[src/rtl/io_dec_pkg.sv]
package io_dec_pkg;
  localparam int unsigned ADDR_W     = 16;
  localparam int unsigned DATA_W     = 8;
  localparam int unsigned GROUPS     = 8;
  localparam int unsigned WIN_SHIFT  = 4;
  localparam int unsigned GRP_BITS   = $clog2(GROUPS);
  localparam int unsigned LO_W       = WIN_SHIFT + GRP_BITS + 1;
  localparam int unsigned IN_LINE    = 0;
  localparam int unsigned OUT_LINE   = 1;

  typedef logic [DATA_W-1:0] dbyte_t;
  typedef logic [GROUPS-1:0] grp_vec_t;

  typedef struct packed {
    logic iorq_n;
    logic m1_n;
    logic rd_n;
    logic wr_n;
  } bus_ctl_t;
endpackage

[src/rtl/io_window_decode.sv]
module io_window_decode
  import io_dec_pkg::*;
#(
  parameter int unsigned NGRP      = GROUPS,
  parameter logic [NGRP-1:0] USED  = 8'b1001_1111
) (
  input  logic [LO_W-1:0] addr_lo,
  input  bus_ctl_t        ctl,
  output logic [NGRP-1:0] hit,
  output logic            cyc_ok
);
  logic in_space;

  always_comb begin
    cyc_ok   = !ctl.iorq_n && ctl.m1_n;
    in_space = !addr_lo[LO_W-1];
  end

  for (genvar k = 0; k < NGRP; k++) begin : g_win
    if (USED[k]) begin : g_used
      assign hit[k] = cyc_ok && in_space &&
                      (addr_lo[WIN_SHIFT +: GRP_BITS] == GRP_BITS'(k));
    end else begin : g_unused
      assign hit[k] = 1'b0;
    end
  end
endmodule

[src/rtl/io_strobe_qual.sv]
module io_strobe_qual
  import io_dec_pkg::*;
#(
  parameter int unsigned NGRP          = GROUPS,
  parameter bit          DIR_QUAL      = 1'b1,
  parameter logic [NGRP-1:0] RD_ONLY   = 8'b0000_0001,
  parameter logic [NGRP-1:0] WR_ONLY   = 8'b0000_0010
) (
  input  logic [NGRP-1:0] hit,
  input  logic            rd_n,
  input  logic            wr_n,
  output logic [NGRP-1:0] sel_n,
  output logic            io_rd_n,
  output logic            io_wr_n
);
  for (genvar k = 0; k < NGRP; k++) begin : g_line
    if (DIR_QUAL && RD_ONLY[k]) begin : g_rd
      assign sel_n[k] = !(hit[k] && !rd_n);
    end else if (DIR_QUAL && WR_ONLY[k]) begin : g_wr
      assign sel_n[k] = !(hit[k] && !wr_n);
    end else begin : g_comb
      assign sel_n[k] = !hit[k];
    end
  end

  always_comb begin
    io_rd_n = !((|hit) && !rd_n);
    io_wr_n = !((|hit) && !wr_n);
  end
endmodule

[src/rtl/io_gp_ports.sv]
module io_gp_ports
  import io_dec_pkg::*;
#(
  parameter int unsigned DW = DATA_W
) (
  input  logic          clk,
  input  logic          rst,
  input  logic          in_sel_n,
  input  logic          out_sel_n,
  input  logic          rd_n,
  input  logic          wr_n,
  input  logic [DW-1:0] wdata,
  input  logic [DW-1:0] gp_in,
  output logic [DW-1:0] gp_out,
  output logic [DW-1:0] rdata,
  output logic          rdata_oe
);
  logic load;

  always_comb begin
    load     = !out_sel_n && !wr_n;
    rdata_oe = !in_sel_n && !rd_n;
    rdata    = rdata_oe ? gp_in : {DW{1'b1}};
  end

  always_ff @(posedge clk) begin
    if (rst)       gp_out <= '0;
    else if (load) gp_out <= wdata;
  end
endmodule

[src/rtl/io_port_decoder.sv]
module io_port_decoder
  import io_dec_pkg::*;
#(
  parameter bit DIR_QUAL = 1'b1
) (
  input  logic              clk,
  input  logic              rst,
  input  logic [ADDR_W-1:0] addr,
  input  logic              iorq_n,
  input  logic              m1_n,
  input  logic              rd_n,
  input  logic              wr_n,
  input  logic [DATA_W-1:0] wdata,
  input  logic [DATA_W-1:0] gp_in,
  output logic [GROUPS-1:0] sel_n,
  output logic              io_rd_n,
  output logic              io_wr_n,
  output logic [ADDR_W-LO_W-1:0] hi_addr,
  output logic [DATA_W-1:0] gp_out,
  output logic [DATA_W-1:0] rdata,
  output logic              rdata_oe
);
  localparam logic [GROUPS-1:0] USED_WIN = 8'b1001_1111;
  localparam logic [GROUPS-1:0] RD_MASK  = GROUPS'(1) << IN_LINE;
  localparam logic [GROUPS-1:0] WR_MASK  = GROUPS'(1) << OUT_LINE;

  bus_ctl_t          ctl;
  logic [GROUPS-1:0] hit;
  logic              cyc_ok;

  assign ctl     = '{iorq_n: iorq_n, m1_n: m1_n, rd_n: rd_n, wr_n: wr_n};
  assign hi_addr = addr[ADDR_W-1:LO_W];

  io_window_decode #(.NGRP(GROUPS), .USED(USED_WIN)) win_i (
    .addr_lo (addr[LO_W-1:0]),
    .ctl     (ctl),
    .hit     (hit),
    .cyc_ok  (cyc_ok)
  );

  io_strobe_qual #(
    .NGRP(GROUPS), .DIR_QUAL(DIR_QUAL), .RD_ONLY(RD_MASK), .WR_ONLY(WR_MASK)
  ) qual_i (
    .hit     (hit),
    .rd_n    (rd_n),
    .wr_n    (wr_n),
    .sel_n   (sel_n),
    .io_rd_n (io_rd_n),
    .io_wr_n (io_wr_n)
  );

  io_gp_ports #(.DW(DATA_W)) gp_i (
    .clk       (clk),
    .rst       (rst),
    .in_sel_n  (sel_n[IN_LINE]),
    .out_sel_n (sel_n[OUT_LINE]),
    .rd_n      (rd_n),
    .wr_n      (wr_n),
    .wdata     (wdata),
    .gp_in     (gp_in),
    .gp_out    (gp_out),
    .rdata     (rdata),
    .rdata_oe  (rdata_oe)
  );
endmodule

[config.mk]
export PLATFORM = sky130hd
export DESIGN_NAME = io_port_decoder
export DESIGN_NICKNAME = d
export VERILOG_FILES = /design/src/rtl/io_dec_pkg.sv /design/src/rtl/io_window_decode.sv /design/src/rtl/io_strobe_qual.sv /design/src/rtl/io_gp_ports.sv /design/src/rtl/io_port_decoder.sv
export SDC_FILE = /design/constraint.sdc
export NUM_CORES = 1
export LEC_CHECK = 0
export BUFFER_PORTS_ARGS = -buffer_cell sky130_fd_sc_hd__buf_2
export CORE_MARGIN = 8
export CORE_UTILIZATION = 35
export DETAILED_ROUTE_END_ITERATION = 12
export PLACE_DENSITY = 0.84
export SLEW_MARGIN = 20
export SYNTH_ARGS = -nofsm -noshare
export SYNTH_HDL_FRONTEND = slang
export SYNTH_SLANG_ARGS = --single-unit
[constraint.sdc]
create_clock -name clk -period 2.1 [get_ports clk]
set_input_delay 0.105 -clock clk [delete_from_list [all_inputs] [get_ports clk]]
set_output_delay 0.105 -clock clk [all_outputs]
set_load 0.005 [all_outputs]
; Yosys cells after proc, flatten, opt, wreduce, memory -nomap -nowiden
; Cells that the tools add are included.
[word_totals]
ff_bits = 8
out_inout_bits = 35
wordCells = 35
input_bits = 38
[op_classes]
reduce_logical = 28
muxes = 1
n_eq_ne = 5
[ops]
columns = op, count
row1 = $logic_and 1x1->1, 14
row2 = $logic_not 1->1, 12
row3 = $mux 8, 1
row4 = $eq 3x2->1 const B, 2
row5 = $eq 3x3->1 const B, 2
row6 = $reduce_or 6->1, 1
row7 = $eq 3x1->1 const B, 1
row8 = $logic_not 3->1, 1

; Longest topological paths before layout
; Gate-level depths: netlist of run 1.
[logic_depth]
word_depth = 7
ltp_mapped = 5
mapped_depth_nobuf = 3

; Hierarchy
; From an unflattened synthesis of run 1, not the netlist that was laid out.
[unflattened]
cells_unflattened = 77
area_unflattened_um2 = 608.1
[by_module_without_submodules]
columns = module, seq_area_each_um2, area_each_um2, cells_per_inst, instances
row1 = io_gp_ports, 160.2, 384.1, 44, 1
row2 = io_window_decode, 0.0, 98.8, 13, 1
row3 = io_strobe_qual, 0.0, 65.1, 12, 1
row4 = io_port_decoder, 0.0, 60.1, 8, 1

; Least setup slack after synthesis of run 1
; OpenSTA, ideal clock, no wires.
[synth_timing]
path_kind = input to output
start = in addr[6]
end = out sel_n[1]
n_path_buf = 2
required_ps = 1995
slack_ps = 1055
arrival_ps = 940
path_stages = 5
cell_sequence = nor4b_4 > and3_1 > buf_6 > inv_1 > buf_4
[synth_between]
elab_chain_cells = 4
[synth_lines]
columns = item, line_no
row1 = from (decl), io_port_decoder.sv:8  ; input logic [ADDR_W-1:0] addr,
row2 = $eq 3x1->1, io_window_decode.sv:22  ; (addr_lo[WIN_SHIFT +: GRP_BITS] == GRP_BITS'(k));
row3 = $logic_and 1x1->1, io_window_decode.sv:21  ; assign hit[k] = cyc_ok && in_space &&
row4 = $logic_and 1x1->1, io_strobe_qual.sv:20  ; assign sel_n[k] = !(hit[k] && !wr_n);
row5 = $logic_not 1->1, io_strobe_qual.sv:20
row6 = to (decl), io_port_decoder.sv:15  ; output logic [GROUPS-1:0] sel_n,
; No other way between the ends.

; Worst setup path after layout of run 1
; Same ends and word-level chain as after synthesis.

==> results of run 1 <==
-- stage by stage --
stage / hold slack, ns / area [um^2] / utilization / power [mW]
after floorplan: 0.260 / 619 / - / 0.192
after global placement: 0.210 / 786 / 0.465 / 0.208
after detailed placement: 0.210 / 786 / 0.465 / 0.210
after CTS: 0.112 / 808 / 0.479 / 0.327
after global routing: 0.104 / 808 / 0.479 / 0.341
final: 0.116 / 808 / 0.479 / 0.323
-- path summary, 6_finish.rpt --
path,to,start,cells after the start,slack [ns]
max,sel_n[1],addr[6],5,0.64
min reg2reg,gp_i.gp_out[7],gp_i.gp_out[7],2,0.47
max reg2reg,gp_i.gp_out[3],gp_i.gp_out[3],2,1.52
min,gp_i.gp_out[1],wdata[1],3,0.12
-- placed cells by master, fill, tap and decap left out --
cell type	instances
nor4b_4	1
mux2i_1	8
nor3b_1	1
nand3b_2	1
and3_1	1
nand2b_1	18
clkbuf_4	3
dfxtp_1	8
nand3_1	2
buf_2	50
nor2_1	2
a21boi_0	1
inv_1	2
nand4_1	1
or2_1	1
nand3b_1	1
or2_2	7
xor2_1	1
conb_1	2
-- metal layers --
metal  routed length [um]  track usage  up-vias
li1                     -            -      293
met5                    0            0        -
met3                  374       0.0795        2
met2                  771        0.170       50
met1                  616       0.0822      261
met4                   14       0.0385        0
-- critical path: stages --
cell and delay (ns):
buf_2 0.13, nor4b_4 0.35, and3_1 0.56, inv_1 0.07, buf_2 0.14
-- where the power goes --
part | internal (mW) | switching [mW]
Sequential | 0.152 | 0.000306
Combinational | 0.0309 | 0.0235
Clock | 0.0653 | 0.0506
Total | 0.249 | 0.0744
-- final cells by class --
| cell class | instances | area share |
|---|---|---|
| Timing Repair Buffer | 50 | 0.310 |
| Sequential cell | 8 | 0.198 |
| Inverter | 2 | 0.00929 |
| Clock buffer | 3 | 0.0279 |
| Multi-Input combinational cell | 48 | 0.429 |
| Tap cell | 17 | 0.0263 |
-- kinds of logic (layout without fill, tap and decap cells) --
kind of cell | after synthesis | in the layout
AOI/OAI and AO/OA | 1 | 1
muxes | 8 | 8
and+or+nand+nor | 36 | 36
xor gates and xnor gates | 1 | 1
buffers and inverters | 16 | 55
other | 1 | 2
DFF | 8 | 8
==> results.ini, run 1 <==
[status]
outcome = finished clean

[layout]
multi_input_area_um2 = 347
largest_register_ffs = 8
nFillCells = 188
layout.cells.non_filler = 128
seq_area_um2 = 160
n_antenna_cell = 0
reg.largest.list = gp_i.gp_out x8
nets = 151
drive_gt1_frac = 0.559
synthToLayoutAreaGrowth_pct = 31.3
max_flop_register = gp_i.gp_out

[cts]
cts_sinks = 8
clockRootBuffer = clkbuf_4
post_cts_resized = 0
clkTransAtPathRegs_ns = 0.06
worstSkewPairLatency_ns = 0.25
cts_setup_buffers = 0
cts_buffers = 3
tritoncts = built
cts_hold_repair.buffers = 0
htreeDepth = 1
clk_path_buf_depth = 2

[yosys]
synth-adder-area-share = 0
avgSynthCellArea_um2 = 8.67
syn-cell-area_um2 = 616
synth_top_area_frac = 0.260
ys_seq_elements = 8
yosysMostFrequentCell = nand2b_1
synth_mux_area_frac = 0.130
synth_xor_area_frac = 0.0142
syn-instance-count = 71
synthSimpleGateAreaFrac = 0.394
synth_enable_flop_cells = 0
synth_compound_area_frac = 0.0122
synth_top_family_by_area = simple AND/OR/NAND/NOR gates
async_flop_share = 0
yosys.cell_types.count = 20
yosysTopAreaCell = dfxtp_1
synthTopCellsByArea = dfxtp_1, nand2b_1, buf_4, mux2i_1, or2_2
synth_ff_type = dfxtp_1
yosysSeqAreaShare = 0.260
yosysWarnings = 0
yosys-top-cells-count = nand2b_1, buf_4, dfxtp_1, mux2i_1, or2_2

[sta]
rsz0062_at_grt = false
period_needed_ns = 1.46
timing.fmax_mhz = 685
skew_ns = 0
slew_headroom = 0.644
drv_slew = 0
tightest_slew_ns = 0.535
setup_violations = 0
min_period_over_period = 0.695
setup_slack_ns = 0.640
hold_viol = 0
tns_ns = 0

[critical_path]
cp_max_fo = 9
crit_type = in2out
required_ns = 2.00
cp-end-kind = output pin
start_kind = primary input
crit_arrival_ns = 1.36

[die]
die_w_um = 57.9
rows = 15
die_h_um = 57.9
ios = 73
core_um2 = 1690
start_util = 0.364
die_area_um2 = 3360

[power_and_ir_drop]
peakVddDrop_v = 0.000298
p_per_area_nw_per_um2 = 400
p_leak_nw = 0.371

[placed_design]
placed_cells = 125
io_buffers = 50
gp_congestion = 0.855
preCtsSetupSlack_ns = 0.619
post-dp-hpwl_mm = 1.54

[drt]
ant_nets = 0
drt-initial-drc-count = 3
viasPerCell = 4.73
first_pass_iters = 4
drcViolationCount = 0
totalWireLength_mm = 1.78
wl_per_cell_um = 13.9
vias = 606

[worst_hold_path]
min_path_type = in2reg

[grt]
grt_pass1_wl_mm = 2.72
grt_max_degree = 17
antenna_found_initial = 0
overflow = 0
grt_pass1_vias = 618
grt_use_total = 0.0989

[run]
maxCapViolCount = 0

No activity file was read; power rests on OpenSTA's default activity.
==> run 2, diff against run 1 <==
--- a/config.mk
+++ b/config.mk
@@ -7,9 +7,9 @@
 export LEC_CHECK = 0
 export BUFFER_PORTS_ARGS = -buffer_cell sky130_fd_sc_hd__buf_2
 export CORE_MARGIN = 8
-export CORE_UTILIZATION = 35
+export CORE_UTILIZATION = 32
 export DETAILED_ROUTE_END_ITERATION = 12
-export PLACE_DENSITY = 0.84
+export PLACE_DENSITY = 0.78
 export SLEW_MARGIN = 20
 export SYNTH_ARGS = -nofsm -noshare
 export SYNTH_HDL_FRONTEND = slang
==> constraint.sdc (replaced) <==
create_clock -name clk -period 1.53 [get_ports clk]
set_input_delay 0.0765 -clock clk [delete_from_list [all_inputs] [get_ports clk]]
set_output_delay 0.0765 -clock clk [all_outputs]
set_load 0.005 [all_outputs]
==> results.ini, run 2 (same netlist as run 1, synthesis figures left out) <==
[cts]
tritoncts = built
post_cts_resized = 0
worstSkewPairLatency_ns = 0.25
clkTransAtPathRegs_ns = 0.05
cts_hold_repair.buffers = 0
htreeDepth = 1
clk_path_buf_depth = 2
cts_setup_buffers = 0
cts_buffers = 3
clockRootBuffer = clkbuf_4
cts_sinks = 8

[grt]
antenna_found_initial = 0
overflow = 0
grt_pass1_wl_mm = 2.72
grt_pass1_vias = 638
grt_max_degree = 17
grt_use_total = 0.0971

[power_and_ir_drop]
swShare = 0.230
p_int_mw = 0.342
p_clk_frac = 0.362
peakVddDrop_v = 0.000453
p_leak_nw = 0.376
p_per_area_nw_per_um2 = 536
seq_power_share = 0.473
power_frac_comb = 0.165
switchingPower_mw = 0.102

[layout]
nets = 152
synthToLayoutAreaGrowth_pct = 34.6
final_common_cell = buf_2
largest_register_ffs = 8
n_antenna_cell = 0
max_flop_register = gp_i.gp_out
drive_gt1_frac = 0.563
layout.cells.non_filler = 139
final_cell_mix = buf_2, nand2b_1, mux2i_1, dfxtp_1, or2_2
reg.largest.list = gp_i.gp_out x8
nFillCells = 224
stdcell_area_um2 = 828

[critical_path]
crit_arrival_ns = 1.22
required_ns = 1.45
path_cells = buf_2 -> nor4b_4 -> nand3b_2 -> or2_2 -> buf_2
critPathSlowestCell = nor4b_4
crit_type = in2out
rrSetupSlack_ns = 0.95
r2r_start = gp_i.gp_out[1]
r2r-end = gp_i.gp_out[1]
path_buf_inv = 2
crit_family = simple AND/OR/NAND/NOR gates
cp-end-kind = output pin
r2r_cells = 2
cpMostUsedCell = buf_2
cpPeakStageDelay_ns = 0.36
start_kind = primary input
cp_max_fo = 10

[sta]
drv_slew = 0
setup_slack_ns = 0.234
period_needed_ns = 1.30
skew_ns = 0
rsz0062_at_grt = false
setup_violations = 0
hold_slack_ns = 0.0824
tns_ns = 0
hold_viol = 0
timing.fmax_mhz = 772
min_period_over_period = 0.847

[drt]
ant_nets = 0
wl_per_cell_um = 13.1
first_pass_iters = 3
drt-initial-drc-count = 3
drcViolationCount = 0
vias = 599
viasPerCell = 4.31
totalWireLength_mm = 1.82

[placed_design]
dpl-instance-area_um2 = 806
post-dp-hpwl_mm = 1.59
preCtsSetupSlack_ns = 0.218
io_buffers = 50
placed_cells = 136
gp_congestion = 0.819

[run]
maxCapViolCount = 0

[worst_hold_path]
min_path_type = in2reg
min_to = gp_i.gp_out[4]
holdCritStartpoint = wdata[4]
whs_path_depth = 3

[die]
ios = 73
die_w_um = 59.9
start_util = 0.327
die_area_um2 = 3580
rows = 16
core_um2 = 1880
die_h_um = 59.9

[status]
outcome = finished clean

## run 2: cell types whose count changed in the layout (fill, tap and decap cells not counted)
cell | before | now
buf_4 | 0 | 1
## run 2: cell type report
class / instances / area [um^2] / area share
multi-input combinational: 48 / 347 / 0.418
timing repair buffer: 51 / 258 / 0.311
sequential: 8 / 160 / 0.193
tap: 27 / 33.8 / 0.0408
clock buffer: 3 / 22.5 / 0.0272
inverter: 2 / 7.51 / 0.00906
## run 2: per-layer routing
metal / vias to the layer above / track usage / share of wire
met5: - / 0 / 0
met2: 48 / 0.171 / 0.46
met3: 3 / 0.0516 / 0.18
met1: 251 / 0.0878 / 0.35
li1: 297 / - / -
met4: 0 / 0.0510 / 0.016
## run 2: worst max-delay path by stage
stage	startpoint	to	slack, ns	cells past startpoint
2_1_floorplan	addr[6]	sel_n[1]	0.54	5
3_3_place_gp	addr[6]	rdata[1]	0.26	5
3_5_place_dp	addr[6]	rdata[0]	0.22	5
4_1_cts	addr[6]	rdata[0]	0.22	5
5_1_grt	addr[6]	rdata[4]	0.14	5
6_report	addr[6]	rdata[0]	0.23	5
## run 2: power by group through the flow
stage	clock, mW	combinational (mW)	sequential, mW
after floorplan	0	0.0495	0.214
after global placement	0	0.0717	0.214
after detailed placement	0	0.0741	0.214
after CTS	0.167	0.0743	0.210
after global routing	0.180	0.0826	0.210
final	0.161	0.0734	0.210
## run 2: metrics by stage
stage                     utilization  total power, mW
final                           0.440            0.444
after CTS                       0.440            0.452
after floorplan                     -            0.264
after detailed placement        0.428            0.288
after global routing            0.440            0.473
after global placement          0.428            0.286
## run 2: worst register-to-register path: cells and delay by family, from the launching register on
kind / cells / cell delay, ns
AND/OR/NAND/NOR: 1 / 0.06
multiplexers: 1 / 0.12
flip-flops: 1 / 0.33
